### src/rtl/msi_pkg.sv
// Package: shared encodings for the MSI cache controller.
// Assumes a 2-bit bus command field whose values are decoded by every cache on the bus.
package msi_pkg;

    // Coherence state of one cache line.
    typedef enum logic [1:0] {
        ST_I = 2'd0,
        ST_S = 2'd1,
        ST_M = 2'd2
    } line_state_t;

    // Command carried on the shared bus.
    typedef enum logic [1:0] {
        CMD_NONE = 2'd0,
        CMD_RD   = 2'd1,
        CMD_RDX  = 2'd2,
        CMD_WB   = 2'd3
    } bus_cmd_t;

    // Processor-side controller phases.
    typedef enum logic [2:0] {
        F_IDLE   = 3'd0,
        F_LOOKUP = 3'd1,
        F_WBREQ  = 3'd2,
        F_BUSREQ = 3'd3,
        F_WAIT   = 3'd4
    } fsm_t;

endpackage

### src/rtl/msi_line_store.sv
// Module: direct-mapped line store with tag, state and one data word per line.
// Two read ports: one indexed by the processor side, one by the snooper.
// Two state write ports: the snooper updates state only, while the processor side
// writes tag and state and, separately, data. The controller guarantees that the two
// never target the same index in one cycle.
module msi_line_store
    import msi_pkg::*;
#(
    parameter int LINES  = 4,
    parameter int TAG_W  = 6,
    parameter int DATA_W = 16,
    localparam int INDEX_W = $clog2(LINES)
) (
    input  logic               clk,
    input  logic               rst_n,
    input  logic [INDEX_W-1:0] p_idx,
    input  logic               p_we,
    input  logic [TAG_W-1:0]   p_tag,
    input  line_state_t        p_state,
    input  logic               p_dwe,
    input  logic [DATA_W-1:0]  p_data,
    output logic [TAG_W-1:0]   p_tag_q,
    output line_state_t        p_state_q,
    output logic [DATA_W-1:0]  p_data_q,
    input  logic [INDEX_W-1:0] s_idx,
    input  logic               s_we,
    input  line_state_t        s_state,
    output logic [TAG_W-1:0]   s_tag_q,
    output line_state_t        s_state_q,
    output logic [DATA_W-1:0]  s_data_q
);

    line_state_t       st_q  [LINES];
    logic [TAG_W-1:0]  tag_q [LINES];
    logic [DATA_W-1:0] dat_q [LINES];

    // Array update: reset to Invalid, then apply snoop and processor writes.
    always_ff @(posedge clk) begin
        if (!rst_n) begin
            for (int i = 0; i < LINES; i++) begin
                st_q[i]  <= ST_I;
                tag_q[i] <= '0;
                dat_q[i] <= '0;
            end
        end else begin
            for (int i = 0; i < LINES; i++) begin
                if (s_we && s_idx == INDEX_W'(i)) st_q[i] <= s_state;
                if (p_we && p_idx == INDEX_W'(i)) begin
                    st_q[i]  <= p_state;
                    tag_q[i] <= p_tag;
                end
                if (p_dwe && p_idx == INDEX_W'(i)) dat_q[i] <= p_data;
            end
        end
    end

    // Processor-side read port.
    always_comb begin
        p_tag_q   = tag_q[p_idx];
        p_state_q = st_q[p_idx];
        p_data_q  = dat_q[p_idx];
    end

    // Snoop-side read port.
    always_comb begin
        s_tag_q   = tag_q[s_idx];
        s_state_q = st_q[s_idx];
        s_data_q  = dat_q[s_idx];
    end

endmodule

### src/rtl/msi_snoop_unit.sv
// Module: snooper. Decodes foreign read and read-exclusive cycles, updates the
// hit line's state in the same cycle and registers a flush response for the next one.
// Assumes the bus is atomic, so a foreign cycle never overlaps this cache's own
// grant or data return.
module msi_snoop_unit
    import msi_pkg::*;
#(
    parameter int ADDR_W   = 8,
    parameter int DATA_W   = 16,
    parameter int LINES    = 4,
    parameter int ID_W     = 2,
    parameter int CACHE_ID = 0,
    localparam int INDEX_W = $clog2(LINES),
    localparam int TAG_W   = ADDR_W - INDEX_W
) (
    input  logic               clk,
    input  logic               rst_n,
    input  logic               bus_valid,
    input  logic [1:0]         bus_cmd,
    input  logic [ADDR_W-1:0]  bus_addr,
    input  logic [ID_W-1:0]    bus_owner,
    input  logic [TAG_W-1:0]   line_tag,
    input  line_state_t        line_state,
    input  logic [DATA_W-1:0]  line_data,
    output logic [INDEX_W-1:0] s_idx,
    output logic               s_we,
    output line_state_t        s_state,
    output logic               snoop_active,
    output logic               snp_flush,
    output logic [DATA_W-1:0]  snp_data
);

    logic hit;
    logic flush_d;

    assign s_idx = bus_addr[INDEX_W-1:0];

    // Foreign-transaction decode and next-state choice for the hit line.
    always_comb begin
        snoop_active = bus_valid && (bus_owner != ID_W'(CACHE_ID))
                       && (bus_cmd == CMD_RD || bus_cmd == CMD_RDX);
        hit     = snoop_active && (line_state != ST_I)
                  && (line_tag == bus_addr[ADDR_W-1:INDEX_W]);
        s_we    = 1'b0;
        s_state = line_state;
        flush_d = 1'b0;
        if (hit && line_state == ST_M) begin
            s_we    = 1'b1;
            s_state = (bus_cmd == CMD_RD) ? ST_S : ST_I;
            flush_d = 1'b1;
        end else if (hit && bus_cmd == CMD_RDX) begin
            s_we    = 1'b1;
            s_state = ST_I;
        end
    end

    // Flush response register, one cycle after the address cycle.
    always_ff @(posedge clk) begin
        if (!rst_n) begin
            snp_flush <= 1'b0;
            snp_data  <= '0;
        end else begin
            snp_flush <= flush_d;
            snp_data  <= flush_d ? line_data : '0;
        end
    end

endmodule

### src/rtl/msi_proc_fsm.sv
// Module: processor-side controller. Accepts one request at a time, looks it up,
// answers hits directly, and otherwise writes back a dirty victim before issuing
// a read or read-exclusive. Assumes at most one bus transaction outstanding and
// that a lookup colliding with a snoop on the same index is retried.
module msi_proc_fsm
    import msi_pkg::*;
#(
    parameter int ADDR_W = 8,
    parameter int DATA_W = 16,
    parameter int LINES  = 4,
    localparam int INDEX_W = $clog2(LINES),
    localparam int TAG_W   = ADDR_W - INDEX_W
) (
    input  logic               clk,
    input  logic               rst_n,
    input  logic               cpu_valid,
    input  logic               cpu_write,
    input  logic [ADDR_W-1:0]  cpu_addr,
    input  logic [DATA_W-1:0]  cpu_wdata,
    output logic               cpu_ready,
    output logic               cpu_resp,
    output logic [DATA_W-1:0]  cpu_rdata,
    output logic               bus_req,
    input  logic               bus_gnt,
    output logic [1:0]         bus_cmd_o,
    output logic [ADDR_W-1:0]  bus_addr_o,
    output logic [DATA_W-1:0]  bus_wdata_o,
    input  logic               bus_rvalid,
    input  logic [DATA_W-1:0]  bus_rdata,
    input  logic               snoop_active,
    input  logic [INDEX_W-1:0] snoop_idx,
    output logic [INDEX_W-1:0] p_idx,
    output logic               p_we,
    output logic [TAG_W-1:0]   p_tag,
    output line_state_t        p_state,
    output logic               p_dwe,
    output logic [DATA_W-1:0]  p_data,
    input  logic [TAG_W-1:0]   line_tag,
    input  line_state_t        line_state,
    input  logic [DATA_W-1:0]  line_data
);

    fsm_t              cur_q, nxt;
    logic              req_write_q;
    logic [ADDR_W-1:0] req_addr_q;
    logic [DATA_W-1:0] req_wdata_q;
    bus_cmd_t          req_cmd_q, cmd_d;
    logic              resp_d;
    logic [DATA_W-1:0] rdata_d;
    logic [TAG_W-1:0]  req_tag;
    logic              hit, victim_dirty, conflict;

    assign req_tag = req_addr_q[ADDR_W-1:INDEX_W];
    assign p_idx   = req_addr_q[INDEX_W-1:0];

    // Lookup qualifiers for the latched request.
    always_comb begin
        hit          = (line_state != ST_I) && (line_tag == req_tag);
        victim_dirty = (line_state == ST_M) && (line_tag != req_tag);
        conflict     = snoop_active && (snoop_idx == p_idx);
    end

    // Next-state, array writes, bus drive and response decision.
    always_comb begin
        nxt         = cur_q;
        cmd_d       = req_cmd_q;
        p_we        = 1'b0;
        p_tag       = req_tag;
        p_state     = ST_I;
        p_dwe       = 1'b0;
        p_data      = req_wdata_q;
        resp_d      = 1'b0;
        rdata_d     = cpu_rdata;
        bus_req     = 1'b0;
        bus_cmd_o   = CMD_NONE;
        bus_addr_o  = req_addr_q;
        bus_wdata_o = line_data;
        cpu_ready   = 1'b0;
        unique case (cur_q)
            F_IDLE: begin
                cpu_ready = 1'b1;
                if (cpu_valid) nxt = F_LOOKUP;
            end
            F_LOOKUP: begin
                if (!conflict) begin
                    if (hit && !req_write_q) begin
                        resp_d  = 1'b1;
                        rdata_d = line_data;
                        nxt     = F_IDLE;
                    end else if (hit && line_state == ST_M) begin
                        p_dwe   = 1'b1;
                        resp_d  = 1'b1;
                        rdata_d = req_wdata_q;
                        nxt     = F_IDLE;
                    end else begin
                        cmd_d = req_write_q ? CMD_RDX : CMD_RD;
                        nxt   = victim_dirty ? F_WBREQ : F_BUSREQ;
                    end
                end
            end
            F_WBREQ: begin
                if (line_state != ST_M) begin
                    nxt = F_BUSREQ;
                end else begin
                    bus_req    = 1'b1;
                    bus_cmd_o  = CMD_WB;
                    bus_addr_o = {line_tag, p_idx};
                    if (bus_gnt) begin
                        p_we    = 1'b1;
                        p_tag   = line_tag;
                        p_state = ST_I;
                        nxt     = F_BUSREQ;
                    end
                end
            end
            F_BUSREQ: begin
                bus_req   = 1'b1;
                bus_cmd_o = req_cmd_q;
                if (bus_gnt) nxt = F_WAIT;
            end
            F_WAIT: begin
                if (bus_rvalid) begin
                    p_we    = 1'b1;
                    p_state = req_write_q ? ST_M : ST_S;
                    p_dwe   = 1'b1;
                    p_data  = req_write_q ? req_wdata_q : bus_rdata;
                    resp_d  = 1'b1;
                    rdata_d = req_write_q ? req_wdata_q : bus_rdata;
                    nxt     = F_IDLE;
                end
            end
            default: nxt = F_IDLE;
        endcase
    end

    // State, request capture and registered response.
    always_ff @(posedge clk) begin
        if (!rst_n) begin
            cur_q       <= F_IDLE;
            req_write_q <= 1'b0;
            req_addr_q  <= '0;
            req_wdata_q <= '0;
            req_cmd_q   <= CMD_NONE;
            cpu_resp    <= 1'b0;
            cpu_rdata   <= '0;
        end else begin
            cur_q     <= nxt;
            req_cmd_q <= cmd_d;
            cpu_resp  <= resp_d;
            cpu_rdata <= rdata_d;
            if (cur_q == F_IDLE && cpu_valid) begin
                req_write_q <= cpu_write;
                req_addr_q  <= cpu_addr;
                req_wdata_q <= cpu_wdata;
            end
        end
    end

endmodule

### src/rtl/msi_cache_ctrl.sv
// Module: top of the MSI cache controller. Joins the line store, the snooper and the
// processor-side controller. Assumes an atomic, ordered broadcast bus whose arbiter
// mirrors the owner's command, address and identifier onto the shared bus inputs.
module msi_cache_ctrl
    import msi_pkg::*;
#(
    parameter int ADDR_W   = 8,
    parameter int DATA_W   = 16,
    parameter int LINES    = 4,
    parameter int ID_W     = 2,
    parameter int CACHE_ID = 0
) (
    input  logic              clk,
    input  logic              rst_n,
    input  logic              cpu_valid,
    input  logic              cpu_write,
    input  logic [ADDR_W-1:0] cpu_addr,
    input  logic [DATA_W-1:0] cpu_wdata,
    output logic              cpu_ready,
    output logic              cpu_resp,
    output logic [DATA_W-1:0] cpu_rdata,
    output logic              bus_req,
    input  logic              bus_gnt,
    output logic [1:0]        bus_cmd_o,
    output logic [ADDR_W-1:0] bus_addr_o,
    output logic [DATA_W-1:0] bus_wdata_o,
    input  logic              bus_valid,
    input  logic [1:0]        bus_cmd,
    input  logic [ADDR_W-1:0] bus_addr,
    input  logic [ID_W-1:0]   bus_owner,
    input  logic              bus_rvalid,
    input  logic [DATA_W-1:0] bus_rdata,
    output logic              snp_flush,
    output logic [DATA_W-1:0] snp_data
);

    localparam int INDEX_W = $clog2(LINES);
    localparam int TAG_W   = ADDR_W - INDEX_W;

    logic [INDEX_W-1:0] p_idx, s_idx;
    logic               p_we, p_dwe, s_we, snoop_active;
    logic [TAG_W-1:0]   p_tag, p_tag_q, s_tag_q;
    line_state_t        p_state, p_state_q, s_state, s_state_q;
    logic [DATA_W-1:0]  p_data, p_data_q, s_data_q;

    msi_line_store #(.LINES(LINES), .TAG_W(TAG_W), .DATA_W(DATA_W)) u_store (
        .clk(clk), .rst_n(rst_n),
        .p_idx(p_idx), .p_we(p_we), .p_tag(p_tag), .p_state(p_state),
        .p_dwe(p_dwe), .p_data(p_data),
        .p_tag_q(p_tag_q), .p_state_q(p_state_q), .p_data_q(p_data_q),
        .s_idx(s_idx), .s_we(s_we), .s_state(s_state),
        .s_tag_q(s_tag_q), .s_state_q(s_state_q), .s_data_q(s_data_q)
    );

    msi_snoop_unit #(.ADDR_W(ADDR_W), .DATA_W(DATA_W), .LINES(LINES),
                     .ID_W(ID_W), .CACHE_ID(CACHE_ID)) u_snoop (
        .clk(clk), .rst_n(rst_n),
        .bus_valid(bus_valid), .bus_cmd(bus_cmd), .bus_addr(bus_addr), .bus_owner(bus_owner),
        .line_tag(s_tag_q), .line_state(s_state_q), .line_data(s_data_q),
        .s_idx(s_idx), .s_we(s_we), .s_state(s_state), .snoop_active(snoop_active),
        .snp_flush(snp_flush), .snp_data(snp_data)
    );

    msi_proc_fsm #(.ADDR_W(ADDR_W), .DATA_W(DATA_W), .LINES(LINES)) u_fsm (
        .clk(clk), .rst_n(rst_n),
        .cpu_valid(cpu_valid), .cpu_write(cpu_write), .cpu_addr(cpu_addr),
        .cpu_wdata(cpu_wdata), .cpu_ready(cpu_ready), .cpu_resp(cpu_resp),
        .cpu_rdata(cpu_rdata),
        .bus_req(bus_req), .bus_gnt(bus_gnt), .bus_cmd_o(bus_cmd_o),
        .bus_addr_o(bus_addr_o), .bus_wdata_o(bus_wdata_o),
        .bus_rvalid(bus_rvalid), .bus_rdata(bus_rdata),
        .snoop_active(snoop_active), .snoop_idx(s_idx),
        .p_idx(p_idx), .p_we(p_we), .p_tag(p_tag), .p_state(p_state),
        .p_dwe(p_dwe), .p_data(p_data),
        .line_tag(p_tag_q), .line_state(p_state_q), .line_data(p_data_q)
    );

endmodule

### config.mk
export PLATFORM = sky130hd
export DESIGN_NAME = msi_cache_ctrl
export DESIGN_NICKNAME = d
export VERILOG_FILES = /design/src/rtl/msi_pkg.sv /design/src/rtl/msi_line_store.sv /design/src/rtl/msi_snoop_unit.sv /design/src/rtl/msi_proc_fsm.sv /design/src/rtl/msi_cache_ctrl.sv
export SDC_FILE = /design/constraint.sdc
export NUM_CORES = 1
export LEC_CHECK = 0
export ABC_AREA = 1
export BUFFER_PORTS_ARGS = -buffer_cell sky130_fd_sc_hd__buf_2
export CORE_MARGIN = 2
export CORE_UTILIZATION = 48
export CTS_BUF_LIST = sky130_fd_sc_hd__clkbuf_4 sky130_fd_sc_hd__clkbuf_8 sky130_fd_sc_hd__clkbuf_16
export CTS_CLUSTER_SIZE = 24
export DETAILED_ROUTE_END_ITERATION = 6
export MAX_ROUTING_LAYER = met4
export PLACE_DENSITY = 0.75
export SLEW_MARGIN = 0
export SYNTH_ARGS = -nofsm -noshare
export SYNTH_HDL_FRONTEND = slang
export SYNTH_SLANG_ARGS = --single-unit
### constraint.sdc
create_clock -name clk -period 2.9 [get_ports clk]
set_clock_uncertainty 0.1 [all_clocks]
set_input_delay 0.145 -clock clk [delete_from_list [all_inputs] [get_ports clk]]
set_output_delay 0.145 -clock clk [all_outputs]
set_load 0.05 [all_outputs]
==> metrics, run 1 <==
Top Family by Delay on Critical Path buffers and inverters; H-tree depth 4; number of warning messages in the yosys log 0; nets@finish between 1000 and 1500; worst rel slew slack 0.454; worst-path maximum fanout 18; wirelength, routed 24900 um; largest buffer count on any clock path 2; Fmax achieved around 0.37 GHz; total power of the final layout between 9000 and 10000 uW; Final HPWL DP about 17000 um; CTS root buffer sky130_fd_sc_hd__clkbuf_16; total track usage 0.264; max-slew violation count 0; sort of element at the start of the critical path register; Avg Synthesized Cell Area ~7.6 sq um; largest net degree at the start of global routing 50; transition time at the pin with the least slew margin 0.810 ns; critical setup path kind reg2out; DR vias/cell 5.49; wire per inst about 17 um; clock tree from TritonCTS built; count of filler cells inserted in the layout 1622; period utilization 0.924; final setup TNS 0 ns; hold slack between 0.03 and 0.04 ns; die boundary width ~140 um; delay of the slowest cell on the worst path 0.49 ns; cells on worst reg2reg path 14; detailed-route DRC error count 0; number of max-cap violations 0; pwr/cell area roughly 890 mW/mm^2; Die Ht 138 um; synthesized instance count ~1100; final std cell area, no fill slightly above 0.01 sq mm; worst IR drop on VDD between 0.0007 and 0.0008 V; grt ovf 0; number of hold violations in the final report 0; fin crit period approximately 2.7 ns; starting density of the core 0.487; DRT Pass-1 Iters 6; number of nets produced by synthesis roughly 1200; Levels on crit path 9; worst hold path type in2reg; Hold Crit Depth 3; post-synthesis instance area roughly 0.0087 sq mm; number of global-route vias before repair approximately 7600; number of clock sinks seen by CTS 162; die area between 0.015 and 0.02 sq mm; Post-Place Cell Area between 0.009 and 0.01 sq mm; number of diodes 0; Critical R2R Capture u_store.dat_q[2][0]; Worst Setup EP bus_addr_o[2]; iteration-0 DRC count of the detailed router between 800 and 900; post-synth top area cell sky130_fd_sc_hd__edfxtp_1; crit path cell chain inv_4 -> nand2_1 -> nand3_1 -> nand2_1 -> nand2_1 -> nor2_2 -> inv_1 -> o21ai_0 -> buf_2; post-CTS clock slew at the launch and capture registers of the worst setup and hold paths 0.06 ns; number of antenna violations at the first check in global routing 0; buffer and inverter count on the worst path 3; result of the run finished clean; number of distinct library cells after synthesis 36; number of placed I/O pins 121; Reg2Reg Setup Slack 0.25 ns; share of synthesized area occupied by flip-flops and latches 0.484; most common cell after layout, fill and taps aside sky130_fd_sc_hd__nand2_1; Leak roughly 0.0045 uW; clock buffer count from CTS 17; Area growth syn-to-layout 18.7%; Core Footprint 0.0178 sq mm; category of the worst setup path capture point output pin; top area cells in the synthesized netlist sky130_fd_sc_hd__edfxtp_1, sky130_fd_sc_hd__dfxtp_1, sky130_fd_sc_hd__nand2_1; Most Frequent Cell on Critical Path sky130_fd_sc_hd__nand2_1; post-synthesis sequential element count approximately 160; first-pass GRT wire length around 39000 um; highest-count cells in the layout ignoring fill and taps sky130_fd_sc_hd__nand2_1, sky130_fd_sc_hd__nor2_1, sky130_fd_sc_hd__buf_2, sky130_fd_sc_hd__edfxtp_1, sky130_fd_sc_hd__o21ai_0; number of port buffers 120; layout cell share with drive strength beyond 1 0.172; total number of vias 8259; Critical Path AT between 2 and 2.5 ns; RSZ-0062 raised after global routing false; Crit path required time about 2.7 ns; cell with the largest stage delay on the worst path sky130_fd_sc_hd__dfxtp_1; Clock Latency Late Sink around 0.44 ns; Row Count 49; Routed Antenna Nets 0; Final Wtd Congestion roughly 0.9; count of endpoints failing setup in the final report 0; area share of the largest cell type after synthesis 0.332
[registers in the layout, summed over array words and instances, names as in the netlist, named ones only]
name and flops:
u_fsm.cur_q 3, u_fsm.req_write_q 1, u_fsm.cpu_rdata 16, u_fsm.req_cmd_q 2, u_fsm.cpu_resp 1, u_fsm.req_wdata_q 16
u_store.st_q 8, u_store.tag_q 24, u_snoop.snp_flush 1, u_snoop.snp_data 16, u_fsm.req_addr_q 8, u_store.dat_q 64
[cell families (layout without fill, tap and decap cells)]
logic type	count (synthesis)	after routing	synth area share
adders and majority gates	2	2	0.00288
DFF	162	162	0.484
AOI/OAI and AO/OA	206	206	0.131
buffers and inverters	130	271	0.0651
and+or+nand+nor	632	632	0.314
xor gates and xnor gates	3	3	0.00303
[layout make-up]
class | instances | area [sq um] | area share
Timing Repair Buffer | 171 | 1060 | 0.103
Sequential cell | 162 | 4200 | 0.408
Clock inverter | 13 | 124 | 0.0120
Inverter | 68 | 258 | 0.0250
Tap cell | 229 | 287 | 0.0278
Clock buffer | 19 | 447 | 0.0433
Multi-Input combinational cell | 843 | 3930 | 0.381
[metrics by stage]
stage / instances / setup slack [ns] / utilization
2_1_floorplan: 1135 / 0.322 / -
3_3_place_gp: 1449 / 0.241 / 0.531
3_5_place_dp: 1449 / 0.242 / 0.531
4_1_cts: 1505 / 0.147 / 0.577
5_1_grt: 1505 / 0.00293 / 0.578
6_report: 1505 / 0.221 / 0.578
[synthesized netlist by cell type, drive strengths merged]
library cell,instances
a22oi,13
o22ai,17
buf,27
o211ai,4
or2,17
dfxtp,66
nand2,282
clkbuf,35
inv,66
o21ai,91
nand3,61
nor3,5
ha,2
nand3b,28
xnor2,3
a21o,1
edfxtp,96
nand4,4
clkinv,2
a31oi,13
a21oi,64
nor2,235
a221oi,3
[report_power, final]
part | switching (uW) | internal, uW
sequential | 208 | 2730
clock | 970 | 1230
combinational | 2960 | 1070
[how the worst min path moves through the flow]
stage                             start                     to  slack, ns
after floorplan           cpu_wdata[11]  u_fsm.req_wdata_q[11]       0.24
after global placement      cpu_addr[5]    u_fsm.req_addr_q[5]       0.32
after detailed placement    cpu_addr[5]    u_fsm.req_addr_q[5]       0.33
after CTS                     cpu_valid         u_fsm.cur_q[0]       0.03
after global routing        cpu_addr[1]               register       0.05
final                       cpu_addr[1]               register       0.04
[worst min-delay path, stage by stage]
cell	delay, ns
sky130_fd_sc_hd__buf_2	0.11
sky130_fd_sc_hd__o21ai_0	0.17
sky130_fd_sc_hd__a21oi_1	0.08
[timing repair]
action,CTS,global route
buffers inserted,0,0
endpoints found under the setup margin,0,18
endpoints found under the hold margin,25,0
resized for setup,0,6
hold buffers,24,0
[routing by layer]
metal / share of wire / GRT usage
met5: 0 / -
met1: 0.43 / 0.373
met2: 0.43 / 0.381
met4: 0.022 / 0.0854
met3: 0.11 / 0.0561
No activity file was read; power rests on OpenSTA's default activity.
==> inputs of run 2 (changes only) <==
Settings changed: CELL_PAD_IN_SITES_DETAIL_PLACEMENT from default to 0, CELL_PAD_IN_SITES_GLOBAL_PLACEMENT from default to 1, CORE_UTILIZATION 48 to 38, PLACE_DENSITY 0.75 to 0.82.
Clock period 2.9 ns to 2.45 ns, I/O delays scaled along.
==> metrics, run 2 (synthesized netlist as in run 1, its figures left out) <==
post-CTS clock slew at the launch and capture registers of the worst setup and hold paths 0.06 ns (about the same); CTS root buffer sky130_fd_sc_hd__clkbuf_16; DRT Pass-1 Iters 5 (-1); detailed-route DRC error count 0 (unchanged); Worst Setup Slack post-DPL -0.0832 ns (-0.325 ns); count of endpoints failing setup in the final report 0 (unchanged); Crit path required time 2.23 ns (-0.42 ns); Clock Latency Late Sink 0.43 ns (about the same); total track usage 0.229 (-0.0355); Row Count 55 (+12%); register with the most flip-flops u_store.dat_q; DR vias/cell 5.17 (-5.8%); number of port buffers 120 (unchanged); Leak 0.00469 uW (+4.8%); Final Wtd Congestion 0.880 (-2.3%); grt ovf 0 (unchanged); number of antenna violations at the first check in global routing 1 (+1); nets@finish 1348 (+1.8%); combined area of the multi-input logic cells 0.00407 sq mm (+3.6%); first-pass GRT wire length 41200 um (+5.2%); layout cell share with drive strength beyond 1 0.208 (+0.0353); M3 GR Usage 0.0437 (-0.0124); Critical Path AT 2.20 ns (-0.23 ns); combined flip-flop and latch cell area 0.00421 sq mm (about the same); wirelength, routed 27300 um (+9.7%); clock tree from TritonCTS built; Reg2Reg Setup Slack 0.04 ns (-0.21 ns); transition time at the pin with the least slew margin 0.585 ns (-0.225 ns); most common cell after layout, fill and taps aside sky130_fd_sc_hd__nand2_1; met2 demand-to-capacity share in global routing 0.328 (-0.0529); highest-count cells in the layout ignoring fill and taps sky130_fd_sc_hd__nand2_1, sky130_fd_sc_hd__nor2_1, sky130_fd_sc_hd__buf_2, sky130_fd_sc_hd__edfxtp_1, sky130_fd_sc_hd__o21ai_0; iteration-0 DRC count of the detailed router 683 (-17%); Area growth syn-to-layout 25.5%; GRT busiest layer met2; max-slew violation count 0 (unchanged); pwr/cell area 1040 mW/mm^2 (+17%); number of placed I/O pins 121 (unchanged); Final HPWL DP 19100 um (+10%); starting density of the core 0.386 (-0.101); largest net degree at the start of global routing 51 (+2.0%); met1 GRT Util 0.327 (-0.0462); sort of element at the start of the critical path register; category of the worst setup path capture point output pin; cells on worst reg2reg path 14 (unchanged); worst IR drop on VDD 0.00112 V (+53%); final setup margin 0.0264 ns (-0.194 ns); Worst Hold Path EP u_fsm.cur_q[1]; worst rel slew slack 0.610 (+0.156); Core Footprint 0.0225 sq mm (+26%); worst hold path type in2reg; worst-path maximum fanout 32 (+14); clock buffer count from CTS 17 (unchanged); RSZ-0062 raised after global routing true; Critical R2R Capture u_store.dat_q[3][8]; Die Ht 155 um (+12%); wire per inst 17.2 um (+4.1%); largest buffer count on any clock path 2 (unchanged); number of hold violations in the final report 0 (unchanged); die boundary width 155 um (+12%); Hold Crit Depth 6 (+3); number of clock sinks seen by CTS 162 (unchanged); number of max-cap violations 0 (unchanged); final core utilization 0.484 (-0.0934); count of filler cells inserted in the layout 2174 (+34%); Routed Antenna Nets 0 (unchanged); critical setup path kind reg2out; Largest regs u_store.dat_q: 64 flops, u_store.tag_q: 24 flops; die area 0.0241 sq mm (+26%); number of flip-flops in the largest register 64 (unchanged); total number of vias 8196 (-0.76%); worst hold path startpoint bus_gnt; fin crit period about 2.4 ns; period utilization 0.989; H-tree depth 4 (unchanged); result of the run finished clean; Fmax achieved 0.413 GHz; number of global-route vias before repair 7378 (-2.3%)
==> run 2: cell count changes in the layout (fill, tap and decap cells not counted), moves of 5 or more <==
cell | before | now
sky130_fd_sc_hd__nand2_1 | 278 | 267
sky130_fd_sc_hd__buf_6 | 0 | 8
sky130_fd_sc_hd__o22ai_1 | 17 | 8
sky130_fd_sc_hd__buf_2 | 119 | 114
sky130_fd_sc_hd__buf_12 | 1 | 8
sky130_fd_sc_hd__nand2_2 | 2 | 11
sky130_fd_sc_hd__o22ai_2 | 0 | 9
sky130_fd_sc_hd__buf_4 | 26 | 35
==> run 2: final cells by class <==
cell class                      instances  area share
Sequential cell                       162       0.386
Inverter                               68      0.0242
Antenna cell                            1    0.000230
Clock inverter                         12     0.00976
Timing Repair inverter                  1    0.000689
Clock buffer                           20      0.0433
Multi-Input combinational cell        844       0.374
Tap cell                              285      0.0327
Timing Repair Buffer                  193       0.129
==> run 2: worst max-delay path by stage <==
| stage | from | slack (ns) | to | cells past startpoint |
|---|---|---|---|---|
| after floorplan | register | -0.11 | bus_addr_o[2] | 10 |
| after global placement | bus_addr[1] | -0.02 | u_snoop.snp_data[2] | 13 |
| after detailed placement | bus_addr[1] | -0.08 | u_snoop.snp_data[15] | 13 |
| after CTS | register | -0.02 | bus_addr_o[3] | 11 |
| after global routing | register | -0.06 | bus_addr_o[4] | 11 |
| final | register | 0.03 | bus_wdata_o[15] | 5 |
==> run 2: worst max-delay path, cell delays in order, from the launching register on <==
cell and delay, ns:
sky130_fd_sc_hd__dfxtp_4 0.40, sky130_fd_sc_hd__buf_12 0.13, sky130_fd_sc_hd__buf_4 0.31, sky130_fd_sc_hd__o21ai_0 0.15
sky130_fd_sc_hd__o22ai_1 0.42, sky130_fd_sc_hd__buf_2 0.36
==> run 2: routing by layer <==
metal | routed length (um) | up-vias
met2 | 11700 | 312
met1 | 12800 | 3780
met3 | 2260 | 30
li1 | - | 4074
met4 | 478 | 0
met5 | 0 | -
==> run 2: power breakdown <==
group          internal [uW]  switching, uW  leakage (uW)  total [uW]
Sequential              3230            250       0.00153        3480
Combinational           1530           3690       0.00287        5210
Clock                   1440           1210      0.000291        2650
Total                   6190           5150       0.00469       11300
==> run 2: per-stage QoR <==
stage	total power [uW]	hold slack [ns]	setup TNS (ns)	cells	area (sq um)
after detailed placement	8350	0.309	-0.715	1518	9730
final	11300	0.0116	0	1586	10900
after CTS	11100	0.00892	-0.0183	1576	10600
after global routing	12000	0.0538	-1.39	1586	10900
after global placement	8330	0.301	-0.0321	1518	9730
after floorplan	6900	0.216	-0.529	1135	8680
==> run 2: timing repair <==
action                                  CTS  global route
hold buffers                             25             0
resized for setup                        20            38
pin swaps                                 0             8
hold endpoints to repair                 27             0
cloned                                    1             4
endpoints found under the setup margin   31           117
buffers inserted                          0             5
